[config.mk]
export PLATFORM = sky130hd
export DESIGN_NAME = dbg_wire_port
export DESIGN_NICKNAME = d
export VERILOG_FILES = /design/src/rtl/dwp_pkg.sv /design/src/rtl/dwp_line_in.sv /design/src/rtl/dwp_brk_det.sv /design/src/rtl/dwp_engine.sv /design/src/rtl/dbg_wire_port.sv
export SDC_FILE = /design/constraint.sdc
export NUM_CORES = 1
export LEC_CHECK = 0
export CORE_AREA = 2 2 132 108
export DETAILED_ROUTE_END_ITERATION = 10
export DIE_AREA = 0 0 134 110
export GPL_TIMING_DRIVEN = 0
export PLACE_DENSITY = 0.6
export SLEW_MARGIN = 20
export SYNTH_ARGS = -nofsm -noshare
export SYNTH_HDL_FRONTEND = slang
export SYNTH_SLANG_ARGS = --single-unit
[constraint.sdc]
create_clock -name clk -period 6.35 [get_ports clk]
set_input_delay 1.905 -clock clk [delete_from_list [all_inputs] [get_ports clk]]
set_output_delay 1.905 -clock clk [all_outputs]
set_load 0.01 [all_outputs]
[src/rtl/dwp_pkg.sv]
package dwp_pkg;

    typedef enum logic [2:0] {
        ST_UNLOCK,
        ST_MEASURE,
        ST_IDLE,
        ST_RX,
        ST_TX,
        ST_ECHO,
        ST_RELEASE
    } dwp_state_e;

    localparam int FRAME_BITS    = 10;
    localparam int SYNC_SHIFT    = 3;   // sync low span is 8 bit times
    localparam int MIN_SYNC_CLKS = 32;  // bit period of at least 4 clocks
    localparam int BREAK_BITS    = 9;
    localparam int ECHO_BITS     = 40;  // four characters of ten bits
    localparam int IDX_W         = 6;

endpackage

[src/rtl/dwp_line_in.sv]
module dwp_line_in #(
    parameter int STAGES = 2
) (
    input  logic clk,
    input  logic rst_n,
    input  logic pad_i,
    output logic line_o,
    output logic fall_o
);

    typedef struct packed {
        logic [STAGES-1:0] sh;
        logic              prev;
    } line_s;

    line_s q, d;

    always_comb begin
        d      = q;
        d.sh   = {q.sh[STAGES-2:0], pad_i};
        d.prev = q.sh[STAGES-1];
    end

    always_ff @(posedge clk or negedge rst_n) begin
        if (!rst_n) begin
            q <= '1;
        end else begin
            q <= d;
        end
    end

    assign line_o = q.sh[STAGES-1];
    assign fall_o = q.prev & ~q.sh[STAGES-1];

endmodule

[src/rtl/dwp_brk_det.sv]
module dwp_brk_det #(
    parameter int P_W       = 12,
    parameter int CNT_W     = 16,
    parameter int UNLK_CLKS = 36864
) (
    input  logic             clk,
    input  logic             rst_n,
    input  logic             en_i,
    input  logic             line_i,
    input  logic             locked_i,
    input  logic [P_W-1:0]   period_i,
    output logic             brk_o
);

    localparam logic [CNT_W-1:0] UNLK_C = CNT_W'(UNLK_CLKS);

    typedef struct packed {
        logic [CNT_W-1:0] low;
    } det_s;

    det_s q, d;
    logic [CNT_W-1:0] per_ext;
    logic [CNT_W-1:0] thr;

    always_comb begin
        per_ext = {{(CNT_W-P_W){1'b0}}, period_i};
        thr     = locked_i ? ((per_ext << 3) + per_ext) : UNLK_C;
        d       = q;
        if (!en_i || line_i) begin
            d.low = '0;
        end else if (q.low != '1) begin
            d.low = q.low + CNT_W'(1);
        end
    end

    always_ff @(posedge clk or negedge rst_n) begin
        if (!rst_n) begin
            q <= '0;
        end else begin
            q <= d;
        end
    end

    assign brk_o = en_i & ~line_i & (q.low >= thr);

endmodule

[src/rtl/dwp_engine.sv]
module dwp_engine
    import dwp_pkg::*;
#(
    parameter int P_W   = 12,
    parameter int CNT_W = 16
) (
    input  logic           clk,
    input  logic           rst_n,
    input  logic           line_i,
    input  logic           fall_i,
    input  logic           brk_i,
    input  logic [7:0]     tx_data_i,
    input  logic           tx_valid_i,
    output logic           tx_ready_o,
    output logic [7:0]     rx_data_o,
    output logic           rx_valid_o,
    output logic           abort_o,
    output logic           hold_o,
    output logic           drive_o,
    output logic           det_en_o,
    output logic           locked_o,
    output logic [P_W-1:0] period_o
);

    localparam logic [CNT_W-1:0] MIN_C = CNT_W'(MIN_SYNC_CLKS);
    localparam logic [CNT_W-1:0] MAX_C = CNT_W'(8 << P_W);

    typedef struct packed {
        dwp_state_e           st;
        logic [CNT_W-1:0]     cnt;
        logic [IDX_W-1:0]     idx;
        logic [FRAME_BITS-1:0] sh;
        logic [7:0]           rxd;
        logic [P_W-1:0]       per;
        logic                 locked;
        logic                 hold;
        logic                 drive;
        logic                 abort;
        logic                 rxv;
    } eng_s;

    eng_s q, d;
    logic [CNT_W-1:0] reload;
    logic             det_en;
    logic             ready;

    function automatic eng_s to_echo(eng_s s, logic [CNT_W-1:0] rl);
        eng_s r;
        r        = s;
        r.st     = ST_ECHO;
        r.cnt    = rl;
        r.idx    = '0;
        r.drive  = 1'b1;
        r.locked = 1'b0;
        r.abort  = 1'b1;
        return r;
    endfunction

    always_comb begin
        reload = {{(CNT_W-P_W){1'b0}}, q.per} - CNT_W'(1);
        det_en = (q.st == ST_UNLOCK) || (q.st == ST_MEASURE) ||
                 (q.st == ST_IDLE)   || (q.st == ST_RX);
        ready  = (q.st == ST_IDLE) && line_i;

        d       = q;
        d.abort = 1'b0;
        d.rxv   = 1'b0;

        if (brk_i && det_en) begin
            d.hold = 1'b1;
            if (q.locked) begin
                d = to_echo(d, reload);
            end else begin
                d.abort = 1'b1;
                d.st    = ST_RELEASE;
                d.drive = 1'b0;
            end
        end else begin
            case (q.st)
                ST_UNLOCK: begin
                    if (fall_i) begin
                        d.st  = ST_MEASURE;
                        d.cnt = CNT_W'(1);
                    end
                end
                ST_MEASURE: begin
                    if (line_i) begin
                        if (q.cnt < MIN_C || q.cnt >= MAX_C) begin
                            d.abort = 1'b1;
                            d.st    = ST_UNLOCK;
                        end else begin
                            d.per    = q.cnt[P_W+SYNC_SHIFT-1:SYNC_SHIFT];
                            d.locked = 1'b1;
                            d.st     = ST_IDLE;
                        end
                    end else if (q.cnt != '1) begin
                        d.cnt = q.cnt + CNT_W'(1);
                    end
                end
                ST_IDLE: begin
                    if (fall_i) begin
                        d.st  = ST_RX;
                        d.cnt = {{(CNT_W-P_W){1'b0}}, q.per} >> 1;
                        d.idx = '0;
                    end else if (tx_valid_i && ready) begin
                        d.st    = ST_TX;
                        d.sh    = {1'b1, tx_data_i, 1'b0};
                        d.drive = 1'b1;
                        d.cnt   = reload;
                        d.idx   = '0;
                    end
                end
                ST_RX: begin
                    if (q.cnt != '0) begin
                        d.cnt = q.cnt - CNT_W'(1);
                    end else if (q.idx == '0) begin
                        if (line_i) begin
                            d.st = ST_IDLE;
                        end else begin
                            d.idx = q.idx + IDX_W'(1);
                            d.cnt = reload;
                        end
                    end else if (q.idx == IDX_W'(FRAME_BITS-1)) begin
                        if (!line_i) begin
                            d = to_echo(d, reload);
                        end else begin
                            d.rxv = 1'b1;
                            d.st  = ST_IDLE;
                        end
                    end else begin
                        d.rxd = {line_i, q.rxd[7:1]};
                        d.idx = q.idx + IDX_W'(1);
                        d.cnt = reload;
                    end
                end
                ST_TX: begin
                    if (q.cnt != '0) begin
                        d.cnt = q.cnt - CNT_W'(1);
                    end else if (!q.drive && !line_i) begin
                        d = to_echo(d, reload);
                    end else if (q.idx == IDX_W'(FRAME_BITS-1)) begin
                        d.st    = ST_IDLE;
                        d.drive = 1'b0;
                    end else begin
                        d.sh    = {1'b1, q.sh[FRAME_BITS-1:1]};
                        d.drive = ~q.sh[1];
                        d.idx   = q.idx + IDX_W'(1);
                        d.cnt   = reload;
                    end
                end
                ST_ECHO: begin
                    if (q.cnt != '0) begin
                        d.cnt = q.cnt - CNT_W'(1);
                    end else if (q.idx == IDX_W'(ECHO_BITS-1)) begin
                        d.st    = ST_RELEASE;
                        d.drive = 1'b0;
                    end else begin
                        d.idx = q.idx + IDX_W'(1);
                        d.cnt = reload;
                    end
                end
                ST_RELEASE: begin
                    if (line_i) begin
                        d.st   = ST_UNLOCK;
                        d.hold = 1'b0;
                    end
                end
                default: d.st = ST_UNLOCK;
            endcase
        end
    end

    always_ff @(posedge clk or negedge rst_n) begin
        if (!rst_n) begin
            q    <= '0;
            q.st <= ST_UNLOCK;
        end else begin
            q <= d;
        end
    end

    assign tx_ready_o = ready;
    assign rx_data_o  = q.rxd;
    assign rx_valid_o = q.rxv;
    assign abort_o    = q.abort;
    assign hold_o     = q.hold;
    assign drive_o    = q.drive;
    assign det_en_o   = det_en;
    assign locked_o   = q.locked;
    assign period_o   = q.per;

endmodule

[src/rtl/dbg_wire_port.sv]
module dbg_wire_port #(
    parameter int P_W         = 12,
    parameter int SYNC_STAGES = 2
) (
    input  logic       clk,
    input  logic       rst_n,
    input  logic       pad_i,
    output logic       pull_low_o,
    output logic [7:0] rx_data_o,
    output logic       rx_valid_o,
    input  logic [7:0] tx_data_i,
    input  logic       tx_valid_i,
    output logic       tx_ready_o,
    output logic       abort_o,
    output logic       hold_rst_o
);

    localparam int CNT_W     = P_W + 4;
    localparam int UNLK_CLKS = dwp_pkg::BREAK_BITS << P_W;

    logic           line;
    logic           fall;
    logic           brk;
    logic           det_en;
    logic           locked;
    logic [P_W-1:0] period;

    dwp_line_in #(.STAGES(SYNC_STAGES)) u_line (
        .clk    (clk),
        .rst_n  (rst_n),
        .pad_i  (pad_i),
        .line_o (line),
        .fall_o (fall)
    );

    dwp_brk_det #(.P_W(P_W), .CNT_W(CNT_W), .UNLK_CLKS(UNLK_CLKS)) u_brk (
        .clk      (clk),
        .rst_n    (rst_n),
        .en_i     (det_en),
        .line_i   (line),
        .locked_i (locked),
        .period_i (period),
        .brk_o    (brk)
    );

    dwp_engine #(.P_W(P_W), .CNT_W(CNT_W)) u_eng (
        .clk        (clk),
        .rst_n      (rst_n),
        .line_i     (line),
        .fall_i     (fall),
        .brk_i      (brk),
        .tx_data_i  (tx_data_i),
        .tx_valid_i (tx_valid_i),
        .tx_ready_o (tx_ready_o),
        .rx_data_o  (rx_data_o),
        .rx_valid_o (rx_valid_o),
        .abort_o    (abort_o),
        .hold_o     (hold_rst_o),
        .drive_o    (pull_low_o),
        .det_en_o   (det_en),
        .locked_o   (locked),
        .period_o   (period)
    );

endmodule

==> flow_summary.toml, run 1 <==
[drt]
dr.max_layer_used = "met4"
wl_met1_um = 8356
viasPerCell = 5.995
drt_iter0_drc = 542
met2WireLength_um = 6668
first_pass_iters = 5
drc = 0
num_vias = 5587
ant_nets = 0
drt-wirelength-per-cell_um = 17.63
routed_wl_um = 16430
wl_met3_um = 1140

[critical_path]
crit_type = "flip-flop to flip-flop"
arrival_ps = 6150
cp-start-kind = "flip-flop"
cp_max_fo = 10
critical_path_required_ps = 6600
cp-end-kind = "flip-flop"

[synth]
avgSynthCellArea_um2 = 8.371
synth_area_um2 = 5952
synth_edf_count = 0
ys_seq_area_share_pct = 32.86
ys_warn_count = 0
synth.distinct_cells = 72
synthesis.nets = 756
synthCells = 711
synthFlopType = "dfrtp_1"
async_reset_ff_share_pct = 100.0
ys_ff_latch = 78

[hold_path]
min_path_type = "flip-flop to flip-flop"

[final_layout]
final_layout_size_suffix_gt1_share_pct = 9.176
final_common_cell = "dfrtp_1"
layout_common_cells = "75 x dfrtp_1, 69 x nor2_1, 64 x nand2_1, 43 x a21oi_1, 34 x o21ai_0"
antenna_cells = 0
stdcell_count = 932
synthToLayoutAreaGrowth_pct = 13.66
seq_area_um2 = 1956
multiInputGateArea_um2 = 3657
nets = 792
filler_cell_count = 1264
utilization_pct = 50.64

[placement]
portBuffers = 24
place_congestion = 0.9395
dp_hpwl_um = 12240
place_ws_ps = 653.1
place_inst = 916

[grt]
overflow = 0
grt_pass1_wl_um = 27660
grt_usage_pct = 23.55
grt_max_degree = 43
first_global_vias = 5266
antenna_found_initial = 0

[floorplanning]
dieWidth_um = 134
initial_core_util_pct = 44.55
coreArea_um2 = 13360
row_count = 38
io_pins = 25
dieArea_um2 = 14740
die_h_um = 110

[run]
maxCapViolCount = 0

[power]
p_int_uw = 1673
power_uw = 3051
leakagePower_uw = 0.002753
ir_drop_v = 0.0002470
sw_frac_of_total_pct = 45.17
clkPwrFrac_pct = 19.2
powerDensity_nw_per_um2 = 451.0
power.switching_uw = 1378
p_comb_share_pct = 55.1
seq_power_share_pct = 25.7

[cts]
holdBufCountCts = 0
cts_tree = "done"
cts_resized = 0
htreeDepth = 3
clk_pin_slew_ps = 60
max-clock-path-buffers = 2
cts_buffers = 9
cts.sinks = 78
cts_setup_buffers = 0
clockRootBuffer = "clkbuf_16"
insertion_delay_ps = 350

[sta]
finalSetupViolCount = 0
fin_crit_ps = 5903
max_freq_mhz = 169.4
final.setup.tns_ps = 0
fin_ws_ps = 446.6
fin_crit_sh_pct = 92.97
hold_violations = 0
final-max-slew-violation-count = 0
skew_ps = 12.65
rsz0062_at_grt = "no"
worst_slew_pin_slew_ps = 1096
slew_headroom_pct = 26.92

[outcome]
outcome = "finished clean"
-- kinds of logic after synthesis --
group,after synthesis,synth area share [%]
AND/OR/NAND/NOR,262,22.30
AO/OA/AOI/OAI,211,24.24
flip-flops,78,32.86
buffers and inverters,77,5.697
XOR/XNOR,37,5.445
adder cells (fa/ha/maj),33,7.063
multiplexers,13,2.397
-- critical path, cell delays in order (launching register included) --
cell       delay, ps
dfrtp_1          480
ha_1             330
a21o_1           160
a21oi_1          210
o21ai_0          140
a2111oi_0        760
o31ai_1          260
and4_1           260
o21ai_1          160
ha_1             270
and4_1           210
a221o_1          330
a22oi_1          870
mux2i_1          410
clkbuf_1         460
nand3_1          210
o211ai_1         270
-- per-layer routing --
| layer | track usage [%] | vias to the layer above |
|---|---|---|
| li1 | - | 2692 |
| met1 | 35.58 | 2652 |
| met2 | 33.33 | 218 |
| met3 | 5.396 | 25 |
| met4 | 6.839 | 0 |
| met5 | 0 | - |
-- metrics by stage --
step                      hold slack [ps]  cell area, µm²
after global placement              348.5            6417
final                               360.3            6765
after floorplan                     345.2            5952
after CTS                           363.3            6765
after global routing                370.8            6765
after detailed placement            349.1            6435
-- power groups by stage --
stage                     sequential, µW  clock (µW)  combinational, µW
after floorplan                      742           0               1260
after global placement               784           0               1600
after detailed placement             790           0               1640
after CTS                            782         596               1650
after global routing                 808         613               1880
final                                785         585               1680
-- cells in the mapped netlist (5+ instances only) --
cell,instances,area [µm²]
inv_1,24,90.09
a221o_1,5,50.05
nor2b_1,5,31.28
a221oi_1,5,43.79
xnor2_1,23,201.4
ha_1,32,400.4
nand2_1,64,240.2
o221ai_1,12,105.1
nor2_1,69,259.0
buf_4,9,67.56
a211oi_1,7,52.55
o211ai_1,5,37.54
o31ai_1,12,90.09
a31oi_1,5,31.28
nor3b_1,5,37.54
a22oi_1,11,82.58
o21ai_1,9,45.04
nand2b_1,8,50.05
nor3_1,22,110.1
o22ai_1,6,37.54
and3_1,11,68.82
or2_2,7,43.79
nand3_1,22,110.1
dfrtp_1,75,1877
xor2_1,14,122.6
a21o_1,7,52.55
a21oi_1,43,215.2
nand4_1,10,62.56
o21ai_0,34,170.2
o21a_1,16,120.1
and4_1,5,43.79
or3_1,7,43.79
mux2_2,10,112.6
clkbuf_1,32,120.1
buf_2,6,30.03
-- sequential cells by signal, summed over array words and instances (netlist names) --
signal / count
u_eng.locked_o: 1
u_eng.abort_o: 1
u_line.q: 1
u_brk.q: 16
u_line.d: 1
u_line.line_o: 1
u_eng.q: 34
u_eng.hold_o: 1
u_eng.drive_o: 1
u_eng.period_o: 12
u_eng.rx_valid_o: 1
u_eng.rx_data_o: 8
-- final timing paths --
check / from / depth (start not counted) / slack [ps] / endpoint
max in group asynchronous: rst_n / 2 / 4170 / u_line.q[0]
max reg2reg: u_eng.period_o[1] / 16 / 450 / u_eng.q[55]
min reg2reg: u_line.d[2] / 0 / 360 / u_line.line_o
min in group asynchronous: rst_n / 1 / 1520 / u_brk.q[1]
min: u_line.d[2] / 0 / 360 / u_line.line_o
max: u_eng.period_o[1] / 16 / 450 / u_eng.q[55]
-- cell type report --
class / count / area share [%]
inverter: 24 / 1.332
timing repair buffer: 25 / 3.810
buffer: 53 / 3.680
multi-input combinational: 556 / 54.06
tap: 180 / 3.329
clock buffer: 10 / 3.532
sequential: 78 / 28.91
clock inverter: 6 / 1.350
Power figures use the tool's default switching activity.
==> inputs of run 2 (changes only) <==
RECOVER_POWER = 50   (was unset)
==> run 2 against run 1 <==
- sequential power about the same
- clock skew about the same
- fmax down 0.29%
- the run now ends with capacitance limit, slew limit left
- die area unchanged
==> flow_summary.toml, run 2 (synthesized netlist as in run 1, its figures left out) <==
[outcome]
outcome = "finished with violations"
violations = "capacitance limit, slew limit"

[final_layout]
filler_cell_count = 1266
final_common_cell = "dfrtp_1"
seq_area_um2 = 1956
synthToLayoutAreaGrowth_pct = 13.33
top_register = "u_eng.q"
antenna_cells = 0
final_layout_size_suffix_gt1_share_pct = 8.777
nets = 792
layout_common_cells = "75 x dfrtp_1, 69 x nor2_1, 64 x nand2_1, 43 x a21oi_1, 35 x clkbuf_1"
largest_reg_flops = 34
multiInputGateArea_um2 = 3657

[cts]
clockRootBuffer = "clkbuf_16"
cts.sinks = 78
htreeDepth = 3
cts_tree = "done"
cts_setup_buffers = 0
holdBufCountCts = 0
cts_resized = 0
clk_pin_slew_ps = 60
cts_buffers = 9
insertion_delay_ps = 350
max-clock-path-buffers = 2

[hold_path]
min_path_type = "flip-flop to flip-flop"

[grt]
first_global_vias = 5266
use_met1_pct = 35.58
overflow = 0
grt_usage_pct = 23.55
grtUsageMet2_pct = 33.33
grt_pass1_wl_um = 27660
grt_max_degree = 43
antenna_found_initial = 0
gr-max-usage-layer = "met1"
globalRouteMet3Util_pct = 5.396

[drt]
routed_wl_um = 16440
viasPerCell = 6.032
drt-wirelength-per-cell_um = 17.64
ant_nets = 0
num_vias = 5622
drc = 0
drt_iter0_drc = 546
first_pass_iters = 5

[sta]
hold_violations = 0
fin_crit_ps = 5921
skew_ps = 12.35
worst_slew_pin_slew_ps = 2165
fin_ws_ps = 429.2
rsz0062_at_grt = "no"
max_freq_mhz = 168.9
final.setup.tns_ps = 0
finalSetupViolCount = 0
final-max-slew-violation-count = 81
slew_headroom_pct = -44.33
fin_crit_sh_pct = 93.24

[power]
leakagePower_uw = 0.002741
ir_drop_v = 0.0002469
powerDensity_nw_per_um2 = 452.0

[critical_path]
cp-end-kind = "flip-flop"
crit_slowest_cell = "a22oi_1"
path_cells = "ha_1, a21o_1, a21oi_1, o21ai_0, a2111oi_0, o31ai_1, and4_1, o21ai_1, ha_1, and4_1, a221o_1, a22oi_1, mux2i_1, clkbuf_1, nand3_1, o211ai_1"
arrival_ps = 6170
cp_max_fo = 10
crit_type = "flip-flop to flip-flop"
cpPeakStageDelay_ps = 890
critical_path_required_ps = 6600
cp-start-kind = "flip-flop"

[floorplanning]
dieWidth_um = 134
die_h_um = 110
dieArea_um2 = 14740
initial_core_util_pct = 44.55
io_pins = 25
coreArea_um2 = 13360
row_count = 38

[placement]
place_ws_ps = 653.1
dp_hpwl_um = 12240
portBuffers = 24
place_congestion = 0.9395

[run]
maxCapViolCount = 2
-- run 2: cell type report --
| cell class | instances | share of cell area [%] |
|---|---|---|
| Clock inverter | 6 | 1.354 |
| Multi-Input combinational cell | 556 | 54.22 |
| Sequential cell | 78 | 28.99 |
| Inverter | 24 | 1.336 |
| Clock buffer | 10 | 3.543 |
| Timing Repair Buffer | 25 | 3.524 |
| Buffer | 53 | 3.691 |
| Tap cell | 180 | 3.339 |
-- run 2: metal layers --
| layer | routed length [µm] | up-vias |
|---|---|---|
| li1 | - | 2693 |
| met1 | 8344 | 2681 |
| met2 | 6687 | 221 |
| met3 | 1147 | 27 |
| met4 | 265 | 0 |
| met5 | 0 | - |
-- run 2: worst max-delay path, delay by kind of cell, from the launching register on --
kind,cells,cell delay [ps]
AO/OA/AOI/OAI,9,3190
adder cells (fa/ha/maj),2,600
buffers and inverters,1,460
flip-flops,1,480
multiplexers,1,420
AND/OR/NAND/NOR,3,680
-- run 2: metrics by stage --
step	utilization, %	area, µm²	hold slack, ps	std cells	power [µW]
6_report	50.49	6745	365.1	932	3049
4_1_cts	50.64	6765	363.3	932	3031
5_1_grt	50.49	6745	376.1	932	3296
3_3_place_gp	48.03	6417	348.5	915	2388
2_1_floorplan	-	5952	345.2	711	1997
3_5_place_dp	48.16	6435	349.1	916	2429
-- run 2: final timing paths --
kind,from,to,slack [ps],cells after the start
worst max-delay path,u_eng.period_o[1],u_eng.q[55],430,16
worst min-delay path,u_line.d[2],u_line.line_o,370,0
worst max register to register,u_eng.period_o[1],u_eng.q[55],430,16
worst min register to register,u_line.d[2],u_line.line_o,370,0
max in group asynchronous,rst_n,u_eng.q[40],1350,2
min in group asynchronous,rst_n,u_brk.q[1],2140,1
-- run 2: report_power, final --
part	internal (µW)	leakage [µW]	switching, µW
logic	681	0.00159	996
clock network	358	0.000163	228
registers	632	0.000992	153
total	1670	0.00274	1380
==> inputs of run 3 (changes only) <==
SLEW_MARGIN = 0   (was 20)
==> results of run 3 <==
Same layout as run 2: the final DEF is identical, and so are final timing and power.
